File: src/rtl/irq_pkg.sv
package irq_pkg;
  typedef enum logic [1:0] {
    TIER_OFF = 2'b00,
    TIER_1   = 2'b01,
    TIER_2   = 2'b10,
    TIER_3   = 2'b11
  } tier_e;

  localparam int unsigned REG_CTRL      = 0;
  localparam int unsigned REG_PEND      = 1;
  localparam int unsigned REG_PRIO_BASE = 2;
  localparam int unsigned CODES_PER_WORD = 16;
  localparam int unsigned DATA_W        = 32;
endpackage

File: src/rtl/irq_pend_reg.sv
module irq_pend_reg #(
  parameter int unsigned N = 28
) (
  input  logic         clk,
  input  logic         rst,
  input  logic [N-1:0] pulse,
  input  logic         wr_en,
  input  logic [N-1:0] wr_data,
  input  logic [N-1:0] ack_mask,
  output logic [N-1:0] pend_q,
  output logic [N-1:0] pend_nxt
);
  logic [N-1:0] wr_clear;

  // A written 0 clears, a written 1 keeps; a pulse always wins.
  assign wr_clear = wr_en ? ~wr_data : '0;
  assign pend_nxt = (pend_q & ~wr_clear & ~ack_mask) | pulse;

  always_ff @(posedge clk) begin
    if (rst) pend_q <= '0;
    else     pend_q <= pend_nxt;
  end
endmodule

File: src/rtl/irq_prio_regs.sv
module irq_prio_regs
  import irq_pkg::*;
#(
  parameter int unsigned NUM_SRC = 24,
  parameter int unsigned ADDR_W  = 4,
  localparam int unsigned NWORDS = (NUM_SRC + CODES_PER_WORD - 1) / CODES_PER_WORD,
  localparam int unsigned PADW   = NWORDS * DATA_W
) (
  input  logic                 clk,
  input  logic                 rst,
  input  logic                 wr_en,
  input  logic [ADDR_W-1:0]    wr_addr,
  input  logic [DATA_W-1:0]    wr_data,
  output logic [2*NUM_SRC-1:0] codes,
  output logic [PADW-1:0]      words
);
  logic [2*NUM_SRC-1:0] code_q;

  for (genvar m = 0; m < NUM_SRC; m++) begin : g_code
    localparam int unsigned W = m / CODES_PER_WORD;
    localparam int unsigned F = m % CODES_PER_WORD;
    always_ff @(posedge clk) begin
      if (rst)
        code_q[2*m +: 2] <= TIER_OFF;
      else if (wr_en && wr_addr == ADDR_W'(REG_PRIO_BASE + W))
        code_q[2*m +: 2] <= wr_data[2*F +: 2];
    end
  end

  assign codes = code_q;
  assign words = PADW'(code_q);
endmodule

File: src/rtl/irq_pick.sv
module irq_pick
  import irq_pkg::*;
#(
  parameter int unsigned N = 28,
  localparam int unsigned IDW = $clog2(N)
) (
  input  logic [N-1:0]   elig,
  input  logic [2*N-1:0] tiers,
  output logic           any,
  output logic [IDW-1:0] id
);
  logic [N-1:0] v1, v2, v3, sel;

  for (genvar i = 0; i < N; i++) begin : g_split
    assign v3[i] = elig[i] && (tiers[2*i +: 2] == TIER_3);
    assign v2[i] = elig[i] && (tiers[2*i +: 2] == TIER_2);
    assign v1[i] = elig[i] && (tiers[2*i +: 2] == TIER_1);
  end

  assign sel = (|v3) ? v3 : ((|v2) ? v2 : v1);
  assign any = |sel;

  always_comb begin
    id = '0;
    for (int i = N - 1; i >= 0; i--) begin
      if (sel[i]) id = IDW'(i);
    end
  end
endmodule

File: src/rtl/irq_ctrl.sv
module irq_ctrl
  import irq_pkg::*;
#(
  parameter int unsigned NUM_SRC  = 24,
  parameter int unsigned NUM_TRAP = 4,
  parameter int unsigned ADDR_W   = 4,
  localparam int unsigned N       = NUM_SRC + NUM_TRAP,
  localparam int unsigned IDW     = $clog2(N),
  localparam int unsigned NWORDS  = (NUM_SRC + CODES_PER_WORD - 1) / CODES_PER_WORD
) (
  input  logic              clk,
  input  logic              rst,
  input  logic [N-1:0]      src_pulse,
  input  logic              cpu_ack,
  input  logic              cpu_iret,
  input  logic              cpu_di,
  input  logic              cpu_trap,
  input  logic              reg_we,
  input  logic [ADDR_W-1:0] reg_addr,
  input  logic [31:0]       reg_wdata,
  output logic [31:0]       reg_rdata,
  output logic              irq_req,
  output logic [IDW-1:0]    irq_id
);
  logic                  gie_q, gie_nxt, gie_clr, gie_set;
  logic                  ack_ok, ctrl_wr, pend_wr;
  logic [N-1:0]          ack_mask, pend_q, pend_nxt, elig;
  logic [2*NUM_SRC-1:0]  codes;
  logic [NWORDS*32-1:0]  words;
  logic [2*N-1:0]        tiers;
  logic [N-1:0]          trap_mask, code_on;
  logic                  pick_any;
  logic [IDW-1:0]        pick_id;
  logic [31:0]           rd_mux;

  assign ack_ok  = cpu_ack && irq_req;
  assign ctrl_wr = reg_we && reg_addr == ADDR_W'(REG_CTRL);
  assign pend_wr = reg_we && reg_addr == ADDR_W'(REG_PEND);

  // Global enable: any clearing event beats any setting event.
  assign gie_clr = cpu_di || cpu_trap || ack_ok || (ctrl_wr && !reg_wdata[0]);
  assign gie_set = cpu_iret || (ctrl_wr && reg_wdata[0]);
  assign gie_nxt = gie_clr ? 1'b0 : (gie_set ? 1'b1 : gie_q);

  always_ff @(posedge clk) begin
    if (rst) gie_q <= 1'b0;
    else     gie_q <= gie_nxt;
  end

  assign ack_mask = ack_ok ? (N'(1) << irq_id) : '0;

  irq_pend_reg #(.N(N)) u_pend (
    .clk(clk), .rst(rst), .pulse(src_pulse), .wr_en(pend_wr),
    .wr_data(reg_wdata[N-1:0]), .ack_mask(ack_mask),
    .pend_q(pend_q), .pend_nxt(pend_nxt)
  );

  irq_prio_regs #(.NUM_SRC(NUM_SRC), .ADDR_W(ADDR_W)) u_prio (
    .clk(clk), .rst(rst), .wr_en(reg_we), .wr_addr(reg_addr),
    .wr_data(reg_wdata), .codes(codes), .words(words)
  );

  // Fault sources sit in the low indices and are pinned to tier 3.
  assign tiers = {codes, {NUM_TRAP{TIER_3}}};

  for (genvar i = 0; i < N; i++) begin : g_elig
    if (i < NUM_TRAP) begin : g_trap
      assign trap_mask[i] = 1'b1;
      assign code_on[i]   = 1'b0;
    end else begin : g_src
      assign trap_mask[i] = 1'b0;
      assign code_on[i]   = |codes[2*(i-NUM_TRAP) +: 2];
    end
  end

  assign elig = pend_nxt & (trap_mask | (gie_nxt ? code_on : '0));

  irq_pick #(.N(N)) u_pick (
    .elig(elig), .tiers(tiers), .any(pick_any), .id(pick_id)
  );

  always_ff @(posedge clk) begin
    if (rst) begin
      irq_req <= 1'b0;
      irq_id  <= '0;
    end else begin
      irq_req <= pick_any;
      irq_id  <= pick_id;
    end
  end

  always_comb begin
    rd_mux = '0;
    if (reg_addr == ADDR_W'(REG_CTRL))
      rd_mux = {31'd0, gie_q};
    else if (reg_addr == ADDR_W'(REG_PEND))
      rd_mux = 32'(pend_q);
    else begin
      for (int w = 0; w < NWORDS; w++) begin
        if (reg_addr == ADDR_W'(REG_PRIO_BASE + w)) rd_mux = words[32*w +: 32];
      end
    end
  end

  always_ff @(posedge clk) begin
    if (rst) reg_rdata <= '0;
    else     reg_rdata <= rd_mux;
  end
endmodule

File: config.mk
export PLATFORM = sky130hd
export DESIGN_NAME = irq_ctrl
export DESIGN_NICKNAME = d
export VERILOG_FILES = /design/src/rtl/irq_pkg.sv /design/src/rtl/irq_pend_reg.sv /design/src/rtl/irq_prio_regs.sv /design/src/rtl/irq_pick.sv /design/src/rtl/irq_ctrl.sv
export SDC_FILE = /design/constraint.sdc
export NUM_CORES = 1
export LEC_CHECK = 0
export BUFFER_PORTS_ARGS = -buffer_cell sky130_fd_sc_hd__buf_2
export CAP_MARGIN = 10
export CORE_ASPECT_RATIO = 0.7
export CORE_MARGIN = 2
export CORE_UTILIZATION = 38
export CTS_BUF_LIST = sky130_fd_sc_hd__clkbuf_4 sky130_fd_sc_hd__clkbuf_8
export CTS_CLUSTER_SIZE = 14
export DETAILED_ROUTE_END_ITERATION = 6
export PLACE_DENSITY_LB_ADDON = 0.08
export SLEW_MARGIN = 10
export SYNTH_ARGS = -nofsm -noshare
export SYNTH_HDL_FRONTEND = slang
export SYNTH_SLANG_ARGS = --single-unit
File: constraint.sdc
create_clock -name clk -period 4.9 [get_ports clk]
set_clock_uncertainty 0.15 [all_clocks]
set_input_delay 0.49 -clock clk [delete_from_list [all_inputs] [get_ports clk]]
set_output_delay 0.49 -clock clk [all_outputs]
set_load 0.1 [all_outputs]
==> metrics, run 1 <==
critical path type=reg -> reg; Die Wd=160 um; worst r2r src=irq_id[1]; Die Span Y=approximately 110 um; Mean Syn Cell Area=7.59 sq um; Post-Syn Area=about 6500 sq um; CP delay by family, top=simple AND/OR/NAND/NOR gates; Synth async-reset ratio=0; core area=16500 sq um; vias in the first global route=6802; Area Growth Syn to Fin=24.5%; Min-Delay Path Class=in -> reg; Worst-Skew Late Latency=0.46 ns; final hold slack=0.118 ns; global-route wire length before repair=41800 um; Max Cap Viol=0; worst vdd ir=~0.13 mV; Detailed Routing Iterations Pass 1=6; nature of the critical path startpoint=flip-flop; fin crit share=0.919; Starting Density=0.393; antenna viol nets, final=0; Distinct cells, synth=80; reg2reg path depth=14; Max-slew headroom=0.374; WL/cell=22.8 um; fillers=approximately 1700; top-level I/O count=109; CTS Sinks=115; initial antenna violation count=0; RSZ-0062 raised after global routing=no; pin count of the biggest net entering global routing=79; fin crit period=~4.5 ns; Remaining Overflow, GRT=0; status=finished clean; DRT iter0 DRCs=898; Tot GR Track Use=0.312; Clock Tree Root=clkbuf_8; Post-CTS Repair Setup Buffers=0; buffer and inverter count on the worst path=2; CTS Buffer Depth=2; Least-Margin Pin Slew=0.934 ns; CTS Buf Count=17; share of layout cells above drive strength 1=0.241; Max stage delay on crit path=0.67 ns; Final Hold Fails=0; Main synth FF type=dfxtp_1; Max Fclk=0.222 GHz; Post-CTS Hold Buffers=0; CP Capture Type=flip-flop; CTS resizes=0; Setup violations, final=0; Die ar.=18100 sq um; crit-path most repeated cell=a31oi_1; final net count=1065; via count=7268; H-tree Lvls=4; WP data arrival=4.77 ns; critical path's slowest cell=dfxtp_1; DRT Wirelength=~28000 um; cells after synthesis=854; Clk pin slew, worst setup/hold paths=0.08 ns; Setup TNS=0 ns; power density cells=about 280 nW/um^2; Ys Warns=0; CP Cell Sequence=nand2_1 -> or3b_2 -> a31oi_4 -> nand4_4 -> nor4_4 -> a31o_1 -> buf_4 -> buf_12 -> nand3_1 -> a31oi_1 -> nor4_1 -> a221o_1 -> a31oi_1 -> o31a_1; Reg2Reg Capture Point=irq_id[1]; Crit path required time=5.17 ns; R2R setup slack=0.40 ns; EDFF count, synth=0; Rows=39; I/O Buffers=approximately 110; Slew Viols, Final=0; Synth Register Bits=about 120; routed vias/inst=around 5.9; DRC viols=0; routability cong.=1.04; CP Max Fanout=12; Pleak=0.00308 uW; WHS Endpoint=u_prio.codes[30]; post-synthesis sequential area ratio=0.355; hold_sp=reg_wdata[30]; Syn Nets=925; CTS tree=done; Final HPWL DP=21500 um; Min-Delay Path Depth=3
[cells in the final DEF (no fill, tap or decap), types with 4 or more instances in the layout]
| master | netlist | routed |
|---|---|---|
| a211oi_1 | 5 | 5 |
| a21oi_1 | 60 | 60 |
| a22oi_1 | 28 | 28 |
| a31oi_1 | 23 | 23 |
| a31oi_2 | 4 | 4 |
| and2_1 | 5 | 6 |
| and3_1 | 11 | 11 |
| buf_2 | 7 | 108 |
| buf_4 | 1 | 62 |
| bufinv_16 | 0 | 4 |
| clkbuf_8 | 0 | 18 |
| clkinvlp_4 | 0 | 4 |
| dfxtp_1 | 115 | 115 |
| inv_1 | 15 | 15 |
| mux2_2 | 8 | 8 |
| nand2_1 | 152 | 152 |
| nand2b_1 | 18 | 18 |
| nand3_1 | 29 | 29 |
| nand3b_1 | 8 | 8 |
| nand4_1 | 17 | 17 |
| nand4b_1 | 7 | 7 |
| nor2_1 | 113 | 113 |
| nor2b_1 | 6 | 5 |
| nor3_1 | 9 | 8 |
| nor3b_1 | 5 | 5 |
| nor4_1 | 14 | 14 |
| o2111ai_1 | 10 | 10 |
| o211ai_1 | 5 | 5 |
| o21ai_0 | 23 | 23 |
| o221ai_1 | 5 | 5 |
| o22ai_1 | 4 | 4 |
| o31a_1 | 4 | 4 |
| o31ai_1 | 4 | 4 |
| or3_1 | 19 | 19 |
| or4_1 | 4 | 4 |
[cell families (layout without fill, tap and decap cells)]
kind of cell / count (synthesis) / in the layout / synth area share
other: 0 / 1 / 0
buffers and inverters: 67 / 220 / 0.0453
multiplexers: 10 / 10 / 0.0178
XOR/XNOR: 1 / 1 / 0.00135
AND/OR/NAND/NOR: 442 / 442 / 0.341
flip-flops: 115 / 115 / 0.355
AO/OA/AOI/OAI: 219 / 219 / 0.239
[power by group]
group	internal [uW]	switching, uW	leakage, uW
sequential	959	25.0	0.000937
combinational	94.2	194	0.00193
clock	572	441	0.000212
total	1630	660	0.00308
[metal layers]
layer,part of all wire,GRT usage,vias to the layer above
li1,-,-,3403
met1,0.46,0.432,3429
met2,0.40,0.444,396
met3,0.12,0.135,40
met4,0.016,0.0751,0
met5,0,0,-
[flip-flops by register name (all words and copies together) (netlist names)]
signal / cells
u_prio.codes: 48
reg_rdata: 32
u_pend.pend_q: 28
irq_id: 5
gie_q: 1
irq_req: 1
[Yosys cell counts, types with 3 or more instances]
library cell,n,area share
or3_1,19,0.018
clkbuf_1,37,0.021
nand2_1,152,0.088
nor4b_1,3,0.0041
o21a_1,3,0.0035
o211ai_1,5,0.0058
a22oi_1,28,0.032
o21ai_1,3,0.0023
a31oi_4,3,0.0098
a21oi_1,60,0.046
nor2b_1,6,0.0058
nor3b_1,5,0.0058
nand3b_1,8,0.0093
a21boi_0,3,0.0035
nor3_1,9,0.0069
o221ai_1,5,0.0068
buf_2,7,0.0054
inv_1,15,0.0087
a211oi_1,5,0.0058
o22ai_1,4,0.0039
nand3_1,29,0.022
and2_1,5,0.0048
nand4b_1,7,0.0095
nor2_1,113,0.065
buf_1,3,0.0017
o32ai_1,3,0.0041
dfxtp_1,115,0.36
mux2_2,8,0.014
and3_1,11,0.011
o31a_1,4,0.0054
and4b_1,3,0.0046
o2111ai_1,10,0.014
o21ai_0,23,0.018
a31oi_1,23,0.022
o2111a_1,3,0.0052
or4_1,4,0.0046
buf_6,4,0.0069
o31ai_1,4,0.0046
nor4_1,14,0.014
nand2b_1,18,0.017
a31oi_2,4,0.0077
nand4_1,17,0.016
[metrics by stage]
stage                     instances  total power [uW]  cell area, sq um   util  setup slack [ns]
after floorplan                 854              1150              6480      -             0.613
after global placement         1200              1290              7630  0.463             0.517
after detailed placement       1200              1290              7630  0.463             0.467
after CTS                      1232              2290              8070  0.489             0.564
after global routing           1232              2370              8070  0.489            0.0296
final                          1233              2290              8070  0.489             0.397
[tightest hold or removal path, delay by kind of cell]
family | cells | cell delay, ns
simple gates | 1 | 0.05
compound gates | 1 | 0.05
buf+inv | 1 | 0.10
[final cells by class]
type                    count  area (sq um)  area share
clock buffers              19           255      0.0316
multi-input cells         672          3930       0.486
clock inverters            13           183      0.0226
diodes                      1          2.50    0.000310
flip-flops and latches    115          2300       0.285
repair buffers            173          1070       0.132
well taps                 225           282      0.0349
inverters                  15          56.3     0.00697
[worst max path at each step]
stage | from | cells after the start | slack [ns] | end
2_1_floorplan | irq_req | 13 | 0.61 | irq_id[1]
3_3_place_gp | reg_addr[3] | 15 | 0.52 | irq_id[1]
3_5_place_dp | reg_addr[3] | 15 | 0.47 | irq_id[1]
4_1_cts | irq_id[1] | 14 | 0.56 | irq_id[1]
5_1_grt | irq_id[4] | 13 | 0.03 | irq_id[3]
6_report | irq_id[1] | 14 | 0.40 | irq_id[1]
Note: power is estimated with default switching activity, not from simulation.
==> run 2: changes to the inputs <==
==> constraint.sdc (replaced) <==
create_clock -name clk -period 4.9 [get_ports clk]
set_clock_uncertainty 0.15 [all_clocks]
set_input_delay 0.735 -clock clk [delete_from_list [all_inputs] [get_ports clk]]
set_output_delay 0.735 -clock clk [all_outputs]
set_load 0.1 [all_outputs]
==> metrics, run 2 (synthesis gave the netlist of run 1 again) <==
Max Cap Viol=0 (unchanged); Sw Ratio=0.281 (-0.00821); CTS tree=done; WL/cell=23.2 um (+1.8%); commonest non-fill, non-tap cell in the layout=nand2_1; Worst-Skew Late Latency=0.45 ns (about the same); Multi-input gate area=3930 sq um (about the same); Remaining Overflow, GRT=0 (unchanged); design area=8120 sq um (+0.62%); antenna viol nets, final=0 (unchanged); Pleak=0.00312 uW (+1.2%); Max-slew headroom=0.382 (+0.00742); fin crit period=4.58 ns (+0.0732 ns); Min-Delay Path Class=reg -> reg; status=finished clean; WP data arrival=4.77 ns (about the same); power density cells=288 nW/um^2 (+1.8%); nature of the critical path startpoint=flip-flop; final net count=1071 (+0.56%); Placed Area=7650 sq um (+0.28%); DRT Wirelength=28800 um (+2.3%); via count=7401 (+1.8%); share of layout cells above drive strength 1=0.247 (+0.00548); fillers=1752 (+1.5%); Least-Margin Pin Slew=0.928 ns (-0.00605 ns); Clock Tree Root=clkbuf_8; Slew Viols, Final=0 (unchanged); Starting Density=0.393 (unchanged); core area=16500 sq um (unchanged); FF/Latch Area=2300 sq um (unchanged); CTS Sinks=115 (unchanged); vias in the first global route=6751 (-0.75%); Internal=1680 uW (+3.6%); DRC viols=0 (unchanged); combinational share of power=0.122 (-0.004); I/O Buffers=108 (unchanged); Final HPWL DP=22000 um (+2.4%); Die Span Y=113 um (unchanged); Setup violations, final=0 (unchanged); Clock power frac=0.456 (+0.013); Rows=39 (unchanged); Clk pin slew, worst setup/hold paths=0.08 ns (about the same); fin crit share=0.934 (+0.0149); DRT iter0 DRCs=859 (-4.3%); top-level I/O count=109 (unchanged); CP Capture Type=flip-flop; pin count of the biggest net entering global routing=79 (unchanged); Tot GR Track Use=0.319 (+0.00778); Switch Pwr=657 uW (-0.46%); Area Growth Syn to Fin=25.3%; Setup TNS=0 ns (unchanged); CTS Buf Count=17 (unchanged); Final Hold Fails=0 (unchanged); global-route wire length before repair=42800 um (+2.4%); CP Max Fanout=12 (unchanged); CTS Buffer Depth=2 (unchanged); Detailed Routing Iterations Pass 1=5 (-1); Max Fclk=0.219 GHz (-1.6%); critical path type=reg -> reg; routed vias/inst=5.97 (+1.3%); Post-CTS Hold Buffers=0 (unchanged); Die ar.=18100 sq um (unchanged); CTS resizes=0 (unchanged); initial antenna violation count=2 (+2); H-tree Lvls=4 (unchanged); Flop pwr share=0.421 (-0.010); Die Wd=160 um (unchanged); Crit path required time=5.10 ns (-0.07 ns); Post-CTS Repair Setup Buffers=0 (unchanged); most frequent cells in the layout=nand2_1, dfxtp_1, nor2_1, buf_2, buf_4; RSZ-0062 raised after global routing=no; Largest register FFs=48 (unchanged); worst vdd ir=0.141 mV (+7.2%); routability cong.=1.01 (-2.8%)
run 2: cell count changes in the layout (fill, tap and decap cells not counted), sizes merged:
cell / before / now
buf: 173 / 179
clkinv: 4 / 3
clkinvlp: 4 / 3
bufinv: 4 / 5
clkbuf: 19 / 20
run 2: through the flow:
step / util / cells / worst slack [ns] / total power [uW] / hold WS [ns]
floorplan: - / 854 / 0.613 / 1150 / 0.308
global placement: 0.464 / 1206 / 0.199 / 1290 / 0.339
detailed placement: 0.464 / 1206 / 0.135 / 1290 / 0.343
CTS: 0.492 / 1238 / 0.489 / 2350 / 0.350
global route: 0.492 / 1238 / 0.0712 / 2430 / 0.367
finish: 0.492 / 1239 / 0.324 / 2340 / 0.351
run 2: area by class of cell:
type | count | share of cell area
inverters | 15 | 0.00693
multi-input cells | 672 | 0.484
diodes | 1 | 0.000308
clock buffers | 20 | 0.0323
repair buffers | 179 | 0.134
clock inverters | 12 | 0.0251
flip-flops and latches | 115 | 0.283
well taps | 225 | 0.0347
run 2: path summary, 6_finish.rpt:
check	from	to	slack [ns]	depth (start not counted)
min reg2reg	u_pend.pend_q[27]	reg_rdata[27]	0.35	2
max	irq_req	irq_id[0]	0.32	14
min	u_pend.pend_q[27]	reg_rdata[27]	0.35	2
max reg2reg	irq_req	irq_id[0]	0.32	14
run 2: per-layer routing:
layer | GRT usage | share of wire
met5 | 0 | 0
met4 | 0.0727 | 0.017
met3 | 0.0957 | 0.10
met2 | 0.454 | 0.41
met1 | 0.471 | 0.48
run 2: power groups by stage:
stage	clock network [uW]	registers, uW	logic, uW
finish	1070	986	286
floorplan	0	1020	130
detailed placement	0	1010	279
global placement	0	1010	280
global route	1130	989	304
CTS	1080	985	279
run 2: worst max-delay path, cell delays in order (launching register included):
cell and delay [ns]:
dfxtp_1 0.58, nand3b_1 0.41, buf_4 0.28, or3_1 0.33
a31oi_1 0.35, o221ai_1 0.35, nor4_4 0.29, a31o_1 0.30
buf_4 0.21, nand2_1 0.13, o31a_1 0.34, a2111oi_2 0.40
a221oi_1 0.16, o21ai_1 0.12, a21oi_1 0.08
==> run 3: changes to the inputs <==
--- a/config.mk
+++ b/config.mk
@@ -9,7 +9,7 @@
 export CAP_MARGIN = 10
 export CORE_ASPECT_RATIO = 0.7
 export CORE_MARGIN = 2
-export CORE_UTILIZATION = 38
+export CORE_UTILIZATION = 55
 export CTS_BUF_LIST = sky130_fd_sc_hd__clkbuf_4 sky130_fd_sc_hd__clkbuf_8
 export CTS_CLUSTER_SIZE = 14
 export DETAILED_ROUTE_END_ITERATION = 6
==> metrics, run 3 (synthesis gave the netlist of run 1 again) <==
status=finished clean; met3 Usage GRT=0.118 (+0.0219); Clock power frac=0.435 (-0.021); Max stage delay on crit path=0.67 ns (+0.09 ns); Max Fclk=0.218 GHz (-0.32%); Switch Pwr=666 uW (+1.4%); CP Max Fanout=15 (+3); Multi-input gate area=3910 sq um (-0.41%); I/O Buffers=108 (unchanged); reg2reg path depth=13 (-1); Largest register FFs=48 (unchanged); routability cong.=1.08 (+6.8%); final net count=1043 (-2.6%); CTS resizes=0 (unchanged); CTS Sinks=115 (unchanged); Slew Viols, Final=0 (unchanged); GRT Max-Usage Layer=met2; H-tree Lvls=4 (unchanged); combinational share of power=0.128 (+0.006); worst slack at placement=0.0232 ns (-0.112 ns); fin crit period=4.59 ns (+0.0145 ns); critical path's slowest cell=o21ai_0; Min-Delay Path Class=reg -> reg; Detailed Routing Iterations Pass 1=6 (+1); Least-Margin Pin Slew=0.959 ns (+0.0316 ns); WHS Endpoint=u_prio.codes[9]; FF/Latch Area=2300 sq um (unchanged); Min-Delay Path Depth=2 (unchanged); buffer and inverter count on the worst path=2 (unchanged); Final Hold Fails=0 (unchanged); design area=7800 sq um (-4.0%); Post-CTS Hold Buffers=0 (unchanged); DRC viols=0 (unchanged); RSZ-0062 raised after global routing=no; Flop pwr share=0.437 (+0.016); power density cells=289 nW/um^2 (+0.39%); Max-slew headroom=0.359 (-0.0228); pin count of the biggest net entering global routing=79 (unchanged); via count=7794 (+5.3%); WP data arrival=4.72 ns (-0.05 ns); Reg2Reg Capture Point=irq_req; antenna viol nets, final=0 (unchanged); Placed Area=7370 sq um (-3.7%); top-level I/O count=109 (unchanged); Max Cap Viol=0 (unchanged); WL/cell=24.7 um (+6.5%); routed vias/inst=6.82 (+14%); hold_sp=u_prio.codes[9]; Die Wd=134 um (-16%); CP Capture Type=flip-flop; worst r2r src=irq_id[1]; Clk pin slew, worst setup/hold paths=0.08 ns (about the same); routing usage on met1=0.605 (+0.134); Worst-Skew Late Latency=0.45 ns (about the same); Pleak=0.00298 uW (-4.4%); Tot GR Track Use=0.449 (+0.130); CP Cell Sequence=buf_2 -> or3b_4 -> nor3_1 -> o311ai_2 -> o31ai_1 -> nor4_4 -> buf_4 -> and3_1 -> a21o_1 -> o21ai_0 -> nand4_1 -> nor2_1 -> a31oi_1; Area Growth Syn to Fin=20.3%; Post-CTS Repair Setup Buffers=0 (unchanged); Final HPWL DP=21400 um (-3.0%); Sw Ratio=0.295 (+0.0144); M2 GR Usage=0.685 (+0.231); core area=11600 sq um (-30%); final worst slack=0.309 ns (-0.0145 ns); CTS Buf Count=17 (unchanged); worst vdd ir=0.193 mV (+37%); Clock Tree Root=clkbuf_8; Die Span Y=94.8 um (-16%); share of layout cells above drive strength 1=0.223 (-0.0234); DRT iter0 DRCs=1054 (+23%); global-route wire length before repair=42200 um (-1.4%); Internal=1590 uW (-5.5%); nature of the critical path startpoint=primary input; Setup TNS=0 ns (unchanged); # diodes=0 (-1); Remaining Overflow, GRT=0 (unchanged); initial antenna violation count=0 (-2); vias in the first global route=7250 (+7.4%); fillers=992 (-43%); Die ar.=12700 sq um (-30%); Final Core Density=0.672 (+0.180); critical path type=in -> reg; final hold slack=0.346 ns (-0.00579 ns); CTS Buffer Depth=2 (unchanged); R2R setup slack=0.33 ns (about the same); DRT Wirelength=28200 um (-1.8%); Starting Density=0.559 (+0.166); Rows=33 (-15%); commonest non-fill, non-tap cell in the layout=nand2_1; CP delay by family, top=simple AND/OR/NAND/NOR gates; CTS tree=done; fin crit share=0.937 (+0.00297); most frequent cells in the layout=nand2_1, dfxtp_1, nor2_1, buf_2, a21oi_1; Setup violations, final=0 (unchanged); Crit path required time=5.03 ns (-0.07 ns)
==> run 3: changes by cell type in the layout (fill, tap and decap cells not counted), moves of 2 or more <==
cell        before  now
inv_6            1    3
clkinvlp_4       3    1
buf_4           70   40
buf_12           1    3
bufinv_16        5    3
clkbuf_4         2    0
clkinv_4         2    5
==> run 3: worst reg2reg max path, stage by stage, from the launching register on <==
cell and delay (ns):
dfxtp_1 0.73, nand2b_1 0.29, or3_1 0.50, o2111ai_1 0.33, o2111ai_1 0.27, nor4_1 0.50, and2_1 0.26, buf_12 0.17
and2_1 0.18, o21ai_0 0.10, a211o_1 0.35, nand4_1 0.28, nor2_1 0.10, a31oi_1 0.26
==> run 3: layer usage <==
layer | wire length (um) | vias to the layer above
li1 | - | 3359
met1 | 11300 | 3654
met2 | 12000 | 651
met3 | 3720 | 130
met4 | 1280 | 0
met5 | 0 | -
==> run 3: power by group through the flow <==
stage	Clock [uW]	Sequential (uW)	Combinational, uW
final	981	987	289
after global routing	1020	988	302
after CTS	979	985	276
after detailed placement	0	1010	274
after global placement	0	1010	267
after floorplan	0	1020	130
==> run 3: how the worst max path moves through the flow <==
stage / from / to / slack, ns / cells after the start
finish: reg_addr[3] / irq_req / 0.31 / 13
global route: irq_id[1] / irq_id[3] / 0.18 / 12
CTS: reg_addr[3] / irq_req / 0.50 / 13
detailed placement: reg_addr[3] / irq_req / 0.02 / 13
global placement: reg_addr[3] / irq_req / 0.007 / 13
floorplan: irq_req / irq_id[1] / 0.61 / 13
==> run 3: per-stage QoR <==
stage	instances	total power (uW)
2_1_floorplan	854	1150
3_3_place_gp	1110	1270
3_5_place_dp	1110	1280
4_1_cts	1142	2240
5_1_grt	1142	2310
6_report	1142	2260
==> run 3: layout make-up <==
type | count | area share
well taps | 157 | 0.0252
clock inverters | 13 | 0.0221
flip-flops and latches | 115 | 0.295
multi-input cells | 672 | 0.501
repair buffers | 151 | 0.115
inverters | 15 | 0.00722
clock buffers | 19 | 0.0335
